==> src/rtl/slr_pkg.sv <==
package slr_pkg;

    localparam int ADDR_W = 8;
    localparam int DATA_W = 32;

    // Register offsets within the MAC SGMII control window
    localparam logic [ADDR_W-1:0] RA_RSTCTL = 8'h14;
    localparam logic [ADDR_W-1:0] RA_ANCTL  = 8'h1C;
    localparam logic [ADDR_W-1:0] RA_ANSTAT = 8'h20;
    localparam logic [ADDR_W-1:0] RA_DEBUG  = 8'h58;

    localparam int                ANSTAT_ABLE_BIT = 3;
    localparam logic [DATA_W-1:0] PHYRST_MASK     = 32'h0000_8000;
    localparam logic [DATA_W-1:0] ANEN_MASK       = 32'h0000_1000;

    // Number of reset-release steps
    localparam int N_REL = 5;

    // Release order is behaviour: step index -> single bit to set
    function automatic logic [DATA_W-1:0] rel_mask(input logic [2:0] step);
        case (step)
            3'd0:    return 32'h0000_0010;
            3'd1:    return 32'h0000_0004;
            3'd2:    return 32'h0000_0008;
            3'd3:    return 32'h0000_0001;
            default: return 32'h0000_0002;
        endcase
    endfunction

    function automatic logic tx_state_ok(input logic [7:0] tx);
        return (tx == 8'h0F) || (tx == 8'h10);
    endfunction

    typedef enum logic [4:0] {
        S_IDLE,
        S_STAT,
        S_CLR_W,
        S_CLR_RB,
        S_SETTLE,
        S_REL_RD,
        S_REL_WR,
        S_REL_RB,
        S_AN_RD,
        S_AN_WR,
        S_AN_RB,
        S_PULSE,
        S_PHY_RD,
        S_PHY_WR,
        S_PHY_RB,
        S_WAIT,
        S_DBG_RD
    } seq_state_t;

    typedef struct packed {
        logic              we;
        logic [ADDR_W-1:0] addr;
        logic [DATA_W-1:0] wdata;
    } bus_cmd_t;

endpackage

==> src/rtl/slr_timer.sv <==
module slr_timer #(
    parameter int TW = 8
) (
    input  logic          clk,
    input  logic          rst,
    input  logic          load_i,
    input  logic [TW-1:0] val_i,
    output logic          exp_o
);
    logic [TW-1:0] cnt_q;
    logic          armed_q;

    always_ff @(posedge clk) begin
        if (rst) begin
            cnt_q   <= '0;
            armed_q <= 1'b0;
        end else if (load_i) begin
            cnt_q   <= val_i;
            armed_q <= 1'b1;
        end else if (armed_q) begin
            if (cnt_q == '0) armed_q <= 1'b0;
            else             cnt_q   <= cnt_q - 1'b1;
        end
    end

    assign exp_o = armed_q && (cnt_q == '0);
endmodule

==> src/rtl/slr_bus_port.sv <==
module slr_bus_port
    import slr_pkg::*;
(
    input  logic              clk,
    input  logic              rst,
    input  logic              cmd_valid_i,
    input  bus_cmd_t          cmd_i,
    input  logic              rdy_i,
    input  logic [DATA_W-1:0] rdata_i,
    output logic              req_o,
    output logic              we_o,
    output logic [ADDR_W-1:0] addr_o,
    output logic [DATA_W-1:0] wdata_o,
    output logic              xfer_done_o,
    output logic [DATA_W-1:0] rd_q_o
);
    always_ff @(posedge clk) begin
        if (rst) begin
            req_o       <= 1'b0;
            we_o        <= 1'b0;
            addr_o      <= '0;
            wdata_o     <= '0;
            xfer_done_o <= 1'b0;
            rd_q_o      <= '0;
        end else begin
            xfer_done_o <= 1'b0;
            if (req_o && rdy_i) begin
                req_o       <= 1'b0;
                xfer_done_o <= 1'b1;
                if (!we_o) rd_q_o <= rdata_i;
            end else if (cmd_valid_i && !req_o) begin
                req_o   <= 1'b1;
                we_o    <= cmd_i.we;
                addr_o  <= cmd_i.addr;
                wdata_o <= cmd_i.wdata;
            end
        end
    end
endmodule

==> src/rtl/slr_fsm.sv <==
module slr_fsm
    import slr_pkg::*;
#(
    parameter int SETTLE_CYC  = 10,
    parameter int PULSE_CYC   = 200,
    parameter int WAIT_CYC    = 1000,
    parameter int RETRY_LIMIT = 20,
    parameter int TW          = 10
) (
    input  logic              clk,
    input  logic              rst,
    input  logic              start_i,
    input  logic              xfer_done_i,
    input  logic [DATA_W-1:0] rd_q_i,
    input  logic              tmr_exp_i,
    output logic              cmd_valid_o,
    output bus_cmd_t          cmd_o,
    output logic              tmr_load_o,
    output logic [TW-1:0]     tmr_val_o,
    output logic              done_o,
    output logic              success_o,
    output logic              timeout_o,
    output logic              skipped_o
);
    localparam int CW = $clog2(RETRY_LIMIT + 2);

    seq_state_t    state_q;
    logic          pend_q;
    logic [2:0]    step_q;
    logic [CW-1:0] tries_q;
    logic          is_bus;
    logic          is_dly;

    always_comb begin
        is_bus = 1'b0;
        is_dly = 1'b0;
        case (state_q)
            S_SETTLE, S_PULSE, S_WAIT: is_dly = 1'b1;
            S_IDLE:                    ;
            default:                   is_bus = 1'b1;
        endcase
    end

    assign cmd_valid_o = is_bus && !pend_q;
    assign tmr_load_o  = is_dly && !pend_q;

    // Access descriptor for the current state
    always_comb begin
        cmd_o = '0;
        case (state_q)
            S_STAT:   cmd_o.addr = RA_ANSTAT;
            S_CLR_W:  begin cmd_o.we = 1'b1; cmd_o.addr = RA_RSTCTL; end
            S_CLR_RB, S_REL_RD, S_REL_RB: cmd_o.addr = RA_RSTCTL;
            S_REL_WR: begin
                cmd_o.we    = 1'b1;
                cmd_o.addr  = RA_RSTCTL;
                cmd_o.wdata = rd_q_i | rel_mask(step_q);
            end
            S_AN_RD, S_AN_RB, S_PHY_RD, S_PHY_RB: cmd_o.addr = RA_ANCTL;
            S_AN_WR: begin
                cmd_o.we    = 1'b1;
                cmd_o.addr  = RA_ANCTL;
                cmd_o.wdata = rd_q_i | PHYRST_MASK | ANEN_MASK;
            end
            S_PHY_WR: begin
                cmd_o.we    = 1'b1;
                cmd_o.addr  = RA_ANCTL;
                cmd_o.wdata = rd_q_i & ~PHYRST_MASK;
            end
            S_DBG_RD: cmd_o.addr = RA_DEBUG;
            default:  ;
        endcase
    end

    always_comb begin
        case (state_q)
            S_PULSE: tmr_val_o = TW'(PULSE_CYC);
            S_WAIT:  tmr_val_o = TW'(WAIT_CYC);
            default: tmr_val_o = TW'(SETTLE_CYC);
        endcase
    end

    always_ff @(posedge clk) begin
        if (rst) begin
            state_q   <= S_IDLE;
            pend_q    <= 1'b0;
            step_q    <= '0;
            tries_q   <= '0;
            done_o    <= 1'b0;
            success_o <= 1'b0;
            timeout_o <= 1'b0;
            skipped_o <= 1'b0;
        end else begin
            done_o <= 1'b0;
            if (cmd_valid_o || tmr_load_o) pend_q <= 1'b1;
            case (state_q)
                S_IDLE: if (start_i) begin
                    success_o <= 1'b0;
                    timeout_o <= 1'b0;
                    skipped_o <= 1'b0;
                    step_q    <= '0;
                    tries_q   <= '0;
                    state_q   <= S_STAT;
                end
                S_STAT: if (xfer_done_i) begin
                    pend_q <= 1'b0;
                    if (rd_q_i[ANSTAT_ABLE_BIT]) state_q <= S_CLR_W;
                    else begin
                        done_o    <= 1'b1;
                        skipped_o <= 1'b1;
                        state_q   <= S_IDLE;
                    end
                end
                S_CLR_W:  if (xfer_done_i) begin pend_q <= 1'b0; state_q <= S_CLR_RB; end
                S_CLR_RB: if (xfer_done_i) begin pend_q <= 1'b0; state_q <= S_SETTLE; end
                S_SETTLE: if (pend_q && tmr_exp_i) begin
                    pend_q  <= 1'b0;
                    state_q <= (step_q == 3'(N_REL)) ? S_AN_RD : S_REL_RD;
                end
                S_REL_RD: if (xfer_done_i) begin pend_q <= 1'b0; state_q <= S_REL_WR; end
                S_REL_WR: if (xfer_done_i) begin pend_q <= 1'b0; state_q <= S_REL_RB; end
                S_REL_RB: if (xfer_done_i) begin
                    pend_q  <= 1'b0;
                    step_q  <= step_q + 1'b1;
                    state_q <= S_SETTLE;
                end
                S_AN_RD:  if (xfer_done_i) begin pend_q <= 1'b0; state_q <= S_AN_WR; end
                S_AN_WR:  if (xfer_done_i) begin pend_q <= 1'b0; state_q <= S_AN_RB; end
                S_AN_RB:  if (xfer_done_i) begin pend_q <= 1'b0; state_q <= S_PULSE; end
                S_PULSE:  if (pend_q && tmr_exp_i) begin pend_q <= 1'b0; state_q <= S_PHY_RD; end
                S_PHY_RD: if (xfer_done_i) begin pend_q <= 1'b0; state_q <= S_PHY_WR; end
                S_PHY_WR: if (xfer_done_i) begin pend_q <= 1'b0; state_q <= S_PHY_RB; end
                S_PHY_RB: if (xfer_done_i) begin pend_q <= 1'b0; state_q <= S_WAIT; end
                S_WAIT:   if (pend_q && tmr_exp_i) begin pend_q <= 1'b0; state_q <= S_DBG_RD; end
                S_DBG_RD: if (xfer_done_i) begin
                    pend_q <= 1'b0;
                    if (tries_q >= CW'(RETRY_LIMIT)) begin
                        done_o    <= 1'b1;
                        timeout_o <= 1'b1;
                        state_q   <= S_IDLE;
                    end else if (tx_state_ok(rd_q_i[7:0])) begin
                        done_o    <= 1'b1;
                        success_o <= 1'b1;
                        state_q   <= S_IDLE;
                    end else begin
                        tries_q <= tries_q + 1'b1;
                        state_q <= S_AN_RD;
                    end
                end
                default: state_q <= S_IDLE;
            endcase
        end
    end
endmodule

==> src/rtl/sgmii_link_recovery.sv <==
module sgmii_link_recovery
    import slr_pkg::*;
#(
    parameter int CYC_PER_US  = 125,
    parameter int SETTLE_US   = 10,
    parameter int PULSE_US    = 200,
    parameter int WAIT_US     = 300000,
    parameter int RETRY_LIMIT = 20
) (
    input  logic              clk,
    input  logic              rst,
    input  logic              start_i,
    output logic              bus_req_o,
    output logic              bus_we_o,
    output logic [ADDR_W-1:0] bus_addr_o,
    output logic [DATA_W-1:0] bus_wdata_o,
    input  logic [DATA_W-1:0] bus_rdata_i,
    input  logic              bus_rdy_i,
    output logic              done_o,
    output logic              success_o,
    output logic              timeout_o,
    output logic              skipped_o
);
    localparam int SETTLE_CYC = SETTLE_US * CYC_PER_US;
    localparam int PULSE_CYC  = PULSE_US * CYC_PER_US;
    localparam int WAIT_CYC   = WAIT_US * CYC_PER_US;
    localparam int MAX_A      = (SETTLE_CYC > PULSE_CYC) ? SETTLE_CYC : PULSE_CYC;
    localparam int MAX_CYC    = (MAX_A > WAIT_CYC) ? MAX_A : WAIT_CYC;
    localparam int TW         = $clog2(MAX_CYC + 1);

    logic              cmd_valid;
    bus_cmd_t          cmd;
    logic              xfer_done;
    logic [DATA_W-1:0] rd_q;
    logic              tmr_load;
    logic [TW-1:0]     tmr_val;
    logic              tmr_exp;

    slr_fsm #(
        .SETTLE_CYC (SETTLE_CYC),
        .PULSE_CYC  (PULSE_CYC),
        .WAIT_CYC   (WAIT_CYC),
        .RETRY_LIMIT(RETRY_LIMIT),
        .TW         (TW)
    ) fsm_i (
        .clk        (clk),
        .rst        (rst),
        .start_i    (start_i),
        .xfer_done_i(xfer_done),
        .rd_q_i     (rd_q),
        .tmr_exp_i  (tmr_exp),
        .cmd_valid_o(cmd_valid),
        .cmd_o      (cmd),
        .tmr_load_o (tmr_load),
        .tmr_val_o  (tmr_val),
        .done_o     (done_o),
        .success_o  (success_o),
        .timeout_o  (timeout_o),
        .skipped_o  (skipped_o)
    );

    slr_bus_port bus_i (
        .clk        (clk),
        .rst        (rst),
        .cmd_valid_i(cmd_valid),
        .cmd_i      (cmd),
        .rdy_i      (bus_rdy_i),
        .rdata_i    (bus_rdata_i),
        .req_o      (bus_req_o),
        .we_o       (bus_we_o),
        .addr_o     (bus_addr_o),
        .wdata_o    (bus_wdata_o),
        .xfer_done_o(xfer_done),
        .rd_q_o     (rd_q)
    );

    slr_timer #(.TW(TW)) tmr_i (
        .clk   (clk),
        .rst   (rst),
        .load_i(tmr_load),
        .val_i (tmr_val),
        .exp_o (tmr_exp)
    );
endmodule

==> config.mk <==
export PLATFORM = sky130hd
export DESIGN_NAME = sgmii_link_recovery
export DESIGN_NICKNAME = d
export VERILOG_FILES = /design/src/rtl/slr_pkg.sv /design/src/rtl/slr_timer.sv /design/src/rtl/slr_bus_port.sv /design/src/rtl/slr_fsm.sv /design/src/rtl/sgmii_link_recovery.sv
export SDC_FILE = /design/constraint.sdc
export NUM_CORES = 1
export LEC_CHECK = 0
export ABC_AREA = 1
export CAP_MARGIN = 30
export CORE_ASPECT_RATIO = 0.7
export CORE_MARGIN = 1.5
export CORE_UTILIZATION = 59
export CTS_CLUSTER_SIZE = 12
export DETAILED_ROUTE_END_ITERATION = 10
export PLACE_DENSITY = 0.82
export SKIP_LAST_GASP = 1
export SYNTH_ARGS = -nofsm -noshare
export SYNTH_HDL_FRONTEND = slang
export SYNTH_SLANG_ARGS = --single-unit
==> constraint.sdc <==
create_clock -name clk -period 3.7 [get_ports clk]
set_input_delay 0.37 -clock clk [delete_from_list [all_inputs] [get_ports clk]]
set_output_delay 0.37 -clock clk [all_outputs]
set_load 0.02 [all_outputs]
# Word level (Yosys, flattened, before mapping)
# Cells that the tools add are included.
totals:
  regBits: 120
  output_inout_bits: 46
classes:
  add_sub_neg: 3
  mux: 65
  n_reduce_logical: 34
  eq_ne: 45
  order_cmp: 1
  n_bitwise: 3
ops:
  columns: ["op", "n"]
  rows:
  - ["5-bit two-way mux", 21]
  - ["32-bit one-hot mux with 3 select lines", 1]
  - ["5-bit one-hot mux with 16 select lines", 1]
  - ["26-bit two-way mux", 3]
  - ["26-bit one-hot mux with 2 select lines", 1]
  - ["5-bit by 4-bit == test with 1-bit output (second input constant)", 8]
  - ["2-bit by 1-bit inequality test with 1-bit output (second input constant)", 18]
  - ["32-bit two-way mux", 1]
  - ["32-bit OR", 1]
  - ["7-bit one-hot mux with 4 select lines", 1]
  - ["26-bit zero test", 1]
  - ["26-bit by 1-bit subtractor with 26-bit output (second input constant)", 1]
  - ["1-bit two-way mux", 23]
  - ["5-bit by 3-bit == test with 1-bit output (second input constant)", 4]
  - ["5-bit one-hot mux with 4 select lines", 1]
  - ["16-bit AND reduction", 1]
  - ["13-bit OR reduction", 1]
  - ["5-bit by 2-bit == test with 1-bit output (second input constant)", 2]
  - ["2-bit inequality test (second input constant)", 5]
  - ["1-bit one-hot mux with 2 select lines", 5]
  - ["5-bit one-hot mux with 2 select lines", 1]
  - ["5-bit AND reduction", 2]
  - ["8-bit by 4-bit == test with 1-bit output (second input constant)", 1]
  - ["8-bit by 5-bit == test with 1-bit output (second input constant)", 1]
  - ["other kinds (27)", 46]

# Depth between registers and ports, before layout
depth:
  depth_word: 8
  ltp_mapped: 12

# By module
# Synthesis repeated with hierarchy kept, for this count alone.
unflattened:
  cells_unflattened: 1091
  hier_area_um2: 6857.8
by_module_without_submodules:
  columns: ["module", "area_per_inst_um2", "n_inst", "cells_each"]
  rows:
  - ["slr_bus_port", 2824.0, 1, 390]
  - ["slr_fsm", 2040.7, 1, 351]
  - ["slr_timer", 1993.2, 1, 350]

# Worst setup path after synthesis
# No wires, ideal clock.
synth_path:
  path_type: "register to register"
  from: "register fsm_i.state_q[0]"
  to: "register tmr_i.cnt_q[17]"
  setup_ns: 0.115
  arrival_ns: 1.467
  path_stages_with_launch: 13
  setup_slack_ns: 2.118
  t_required_ns: 3.585
  cell_sequence: "dfxtp_1 -> buf_2 -> inv_2 -> nand2_2 -> nor2_4 -> inv_2 -> a21oi_4 -> inv_4 -> nand2_8 -> buf_6 -> nand3_1 -> nand2_1 -> nor2_1"
synth_between:
  elab_chain_cells: 6
  word_cells_on_any_way: 10
  classes_between: "eq/ne (4); mux (2); reduce/logical (4)"
synth_lines:
  columns: ["element", "line", "text"]
  rows:
  - ["from (decl)", "slr_fsm.sv:27", "seq_state_t state_q;"]
  - ["from (signal assigned)", "slr_fsm.sv:118", "state_q <= (step_q == 3'(N_REL)) ? S_AN_RD : S_REL_RD;"]
  - ["5-bit by 3-bit == test with 1-bit output or 5-bit by 4-bit == test with 1-bit output (tied branches)", "slr_fsm.sv:37", "case (state_q)"]
  - ["3-bit OR reduction (no source line) *", null, null]
  - ["1-bit two-way mux *", "slr_fsm.sv:37", null]
  - ["1-bit logical AND *", "slr_fsm.sv:45", "assign tmr_load_o = is_dly && !pend_q;"]
  - ["2-bit inequality test (no source line) or 2-bit nonzero test (tied branches)", null, null]
  - ["2-bit AND reduction (no source line)", null, null]
  - ["to (signal assigned)", "slr_timer.sv:18", "cnt_q <= val_i;"]
  - ["to (signal assigned)", "slr_timer.sv:22", "else cnt_q <= cnt_q - 1'b1;"]
  - ["to (decl)", "slr_timer.sv:10", "logic [TW-1:0] cnt_q;"]
# Every way passes the cells marked *; elsewhere a longest branch is shown, timed or not.
# A chain may end at the register's enable or synchronous reset.

# Worst setup path in the final report
layout_path:
  from: "register fsm_i.state_q[4]"
  to: "register bus_i.wdata_o[13]"
layout_between:
  elab_chain_cells: 6
  word_cells_on_any_way: 13
  classes_between: "eq/ne (6); mux (2); reduce/logical (5)"
layout_lines:
  columns: ["element", "line", "text"]
  rows:
  - ["5-bit by 3-bit == test with 1-bit output (tied with other cells)", "slr_fsm.sv:37", null]
  - ["4-bit OR reduction (no source line)", null, null]
  - ["1-bit two-way mux", "slr_fsm.sv:37", null]
  - ["1-bit logical AND", "slr_fsm.sv:44", "assign cmd_valid_o = is_bus && !pend_q;"]
  - ["1-bit logical AND", "slr_bus_port.sv:31", "end else if (cmd_valid_i && !req_o) begin"]
  - ["2-bit AND reduction (no source line)", null, null]
  - ["to (signal assigned)", "slr_bus_port.sv:35", "wdata_o <= cmd_i.wdata;"]
  - ["to (decl)", "slr_bus_port.sv:13", "output logic [DATA_W-1:0] wdata_o,"]
# Several ways; a longest one is shown, not always the timed one.

==> metrics.csv <==
metric;value;unit
run_status;finished, final reports clean;
skew;0.00990;ns
synth_top_area_cell;dfxtp_1;
worstPathArrival;2.72;ns
pre_cts_ws;1.42;ns
seqPwrFrac;24.7;%
critical_path_class;reg2reg;
finalSetupViolations;0;
clkPwrFrac;23.3;%
grt_first_pass_wirelength;26.1;mm
post_cts_buffers;0;
seq_area_frac_synth;41.6;%
grtUsageTotal;32.4;%
htreeDepth;4;
post-route-min-period;2.38;ns
regArea;2340;sq um
antenna_found_initial;0;
yosysTopAreaCellShare;41.6;%
io_pins;82;
routabilityCongestion;0.981;
cts_buffers;17;
setup_slack;1.32;ns
mostFrequentLayoutCells;nand2_1 (172), nor2_1 (170), dfxtp_1 (117);
yosys_warnings;0;
combPwrFrac;52.0;%
intPower;3.95;mW
rsz0062_at_grt;no;
path_cells;inv_2 > nand2_1 > inv_2 > nand2_2 > nand2_1 > clkinv_1 > nand4_4 > nor2_2 > buf_4 > a22oi_1 > nor2_1;
tritoncts;done;
synthCells;810;
synth_cell_types;40;
drc_errors;0;
final_common_cell;nand2_1;
slew_headroom;34.3;%
postLayoutCellArea;7060;sq um
rrSetupSlack;1.32;ns
crit_required;4.04;ns
cts_resized;0;
drv_slew;0;
firstDrtPassIters;6;
timing.fmax;0.421;GHz
port_buffers;78;
final_layout_size_suffix_gt1_share;7.83;%
wl_per_cell;15.3;um
min_path_type;reg2reg;
crit_path_max_fanout;37;
grt_max_degree;53;
core.rowCount;29;
r2r_end;bus_i.wdata_o[13];
power_density;1040;nW/um^2
fill_cells;651;
postLayoutCoreUtil;76.9;%
stdcell_count;1018;
power_switching;3.38;mW
insertion_delay;0.41;ns
ant_nets;0;
diodes;0;
vias_per_cell;5.62;
cts-root-buf;clkbuf_16;
worstSetupEndpointType;flop;
die_h;84.8;um
maxCapViolCount;0;
clk_pin_slew;0.05;ns
synth.avg_cell_area;6.96;sq um
area_growth;25.2;%
postCtsHoldBufs;0;
ir_drop;0.000593;V
synth_area;5640;sq um
vias;5720;
die_area;10200;sq um
max_stage_delay;0.45;ns
finalSetupTns;0;ns
dpl_cell_area;6450;sq um
worstRegToRegCells;11;
r2r_start;fsm_i.state_q[4];
power.leakage;3.01;nW
grt_pass1_vias;5468;
initial_core_util;61.4;%
multi_input_area;2890;sq um
hpwlAfterDp;10.4;mm
place_inst;986;
switching_share;46.1;%
routed_wl;15.6;mm
cts_buffer_depth;2;
synth_area_leaders;dfxtp_1 (42%), nand2_1 (11%), nor2_1 (11%);
clock_sinks;117;
holdCritStartpoint;bus_i.rd_q_o[28];
hold-path-cell-count;2;
cp_slowest_cell;nand4_4;
crit_path_start_kind;flop;
worstMarginPinSlew;0.984;ns
core;9180;sq um
die_width;120;um
final_nets;926;
overflow;0;
hold-path-endpoint;bus_i.wdata_o[28];
timing_hold_violations_final;0;
drt_iter0_markers;601;
synth_seq_cells;117;
finalCritPeriodShare;64.2;%
-- Yosys cell counts --
cell and number:
or2_2 1, nor2_4 2, o31ai_1 1, nand2_2 3
nand2_1 172, nand4_4 1, nor3_1 6, clkbuf_1 18
buf_6 2, nand3b_1 2, inv_4 2, ha_1 9
clkinv_1 1, inv_2 9, inv_1 52, xnor2_1 5
a22oi_1 13, a211oi_1 4, o211ai_1 1, o21ai_0 54
nand4_1 18, nand3_1 34, a21oi_4 1, nor3_2 1
nor2_1 170, buf_2 7, a21oi_1 58, a21oi_2 3
buf_4 6, dfxtp_1 117, o21ai_4 1, o21ai_1 8
a31oi_1 1, conb_1 1, xor2_1 10, nand3_4 1
o211a_1 1, nand2_8 1, o21bai_1 2, nor2_2 11
-- stage by stage --
step / hold slack, ns / power (mW)
finish: 0.460 / 7.33
global route: 0.469 / 7.89
CTS: 0.464 / 7.24
detailed placement: 0.455 / 5.48
global placement: 0.445 / 5.35
floorplan: 0.426 / 4.65
-- worst max-delay path by stage --
stage                                start                end  slack [ns]  depth (start not counted)
after floorplan           fsm_i.state_q[0]    tmr_i.cnt_q[17]        2.12                         12
after global placement           bus_rdy_i    bus_i.rd_q_o[3]        1.39                          7
after detailed placement  fsm_i.state_q[4]  bus_i.wdata_o[25]        1.42                         11
after CTS                 fsm_i.state_q[4]  bus_i.wdata_o[25]        1.37                         11
after global routing      fsm_i.state_q[4]  bus_i.wdata_o[18]        1.17                         11
final                     fsm_i.state_q[4]  bus_i.wdata_o[13]        1.32                         11
-- power by group through the flow --
| stage | Combinational (mW) | Sequential (mW) | Clock (mW) |
|---|---|---|---|
| after detailed placement | 3.66 | 1.82 | 0 |
| after floorplan | 2.87 | 1.78 | 0 |
| after global placement | 3.54 | 1.81 | 0 |
| final | 3.82 | 1.81 | 1.71 |
| after CTS | 3.72 | 1.80 | 1.71 |
| after global routing | 4.28 | 1.83 | 1.78 |
-- sequential cells by signal, indices dropped and copies added (netlist names) --
register           count
fsm_i.state_q          5
fsm_i.skipped_o        1
tmr_i.armed_q          1
fsm_i.timeout_o        1
bus_i.xfer_done_o      1
fsm_i.pend_q           1
bus_i.we_o             1
bus_i.wdata_o         32
bus_i.rd_q_o          32
tmr_i.cnt_q           26
fsm_i.done_o           1
fsm_i.step_q           3
fsm_i.success_o        1
bus_i.addr_o           5
fsm_i.tries_q          5
bus_i.req_o            1
-- cell families after synthesis --
logic type	synth area share, %
and+or+nand+nor	31.9
AOI/OAI and AO/OA	14.8
DFF	41.6
buffers and inverters	7.37
xor gates and xnor gates	2.33
adders and majority gates	2.00
other	0.0665
-- area by class of cell --
class	instances	area share, %
Multi-Input combinational cell	598	40.9
Sequential cell	117	33.2
Timing Repair Buffer	83	11.6
Clock buffer	23	6.49
Inverter	64	3.47
Tap cell	124	2.20
Clock inverter	9	2.15
-- critical path: cells and delay by family, from the launching register on --
kind	cells	cell delay, ns
buffers and inverters	4	0.64
AOI/OAI and AO/OA	1	0.13
DFF	1	0.41
and+or+nand+nor	6	1.10
-- per-layer routing --
| metal | GRT usage (%) | wire, um | share of wire (%) |
|---|---|---|---|
| met1 | 42.0 | 6760 | 43 |
| met2 | 53.6 | 7340 | 47 |
| met3 | 6.39 | 1140 | 7.3 |
| met5 | 0 | 0 | 0 |
| met4 | 12.8 | 357 | 2.3 |
Note: power is estimated with default switching activity, not from simulation.
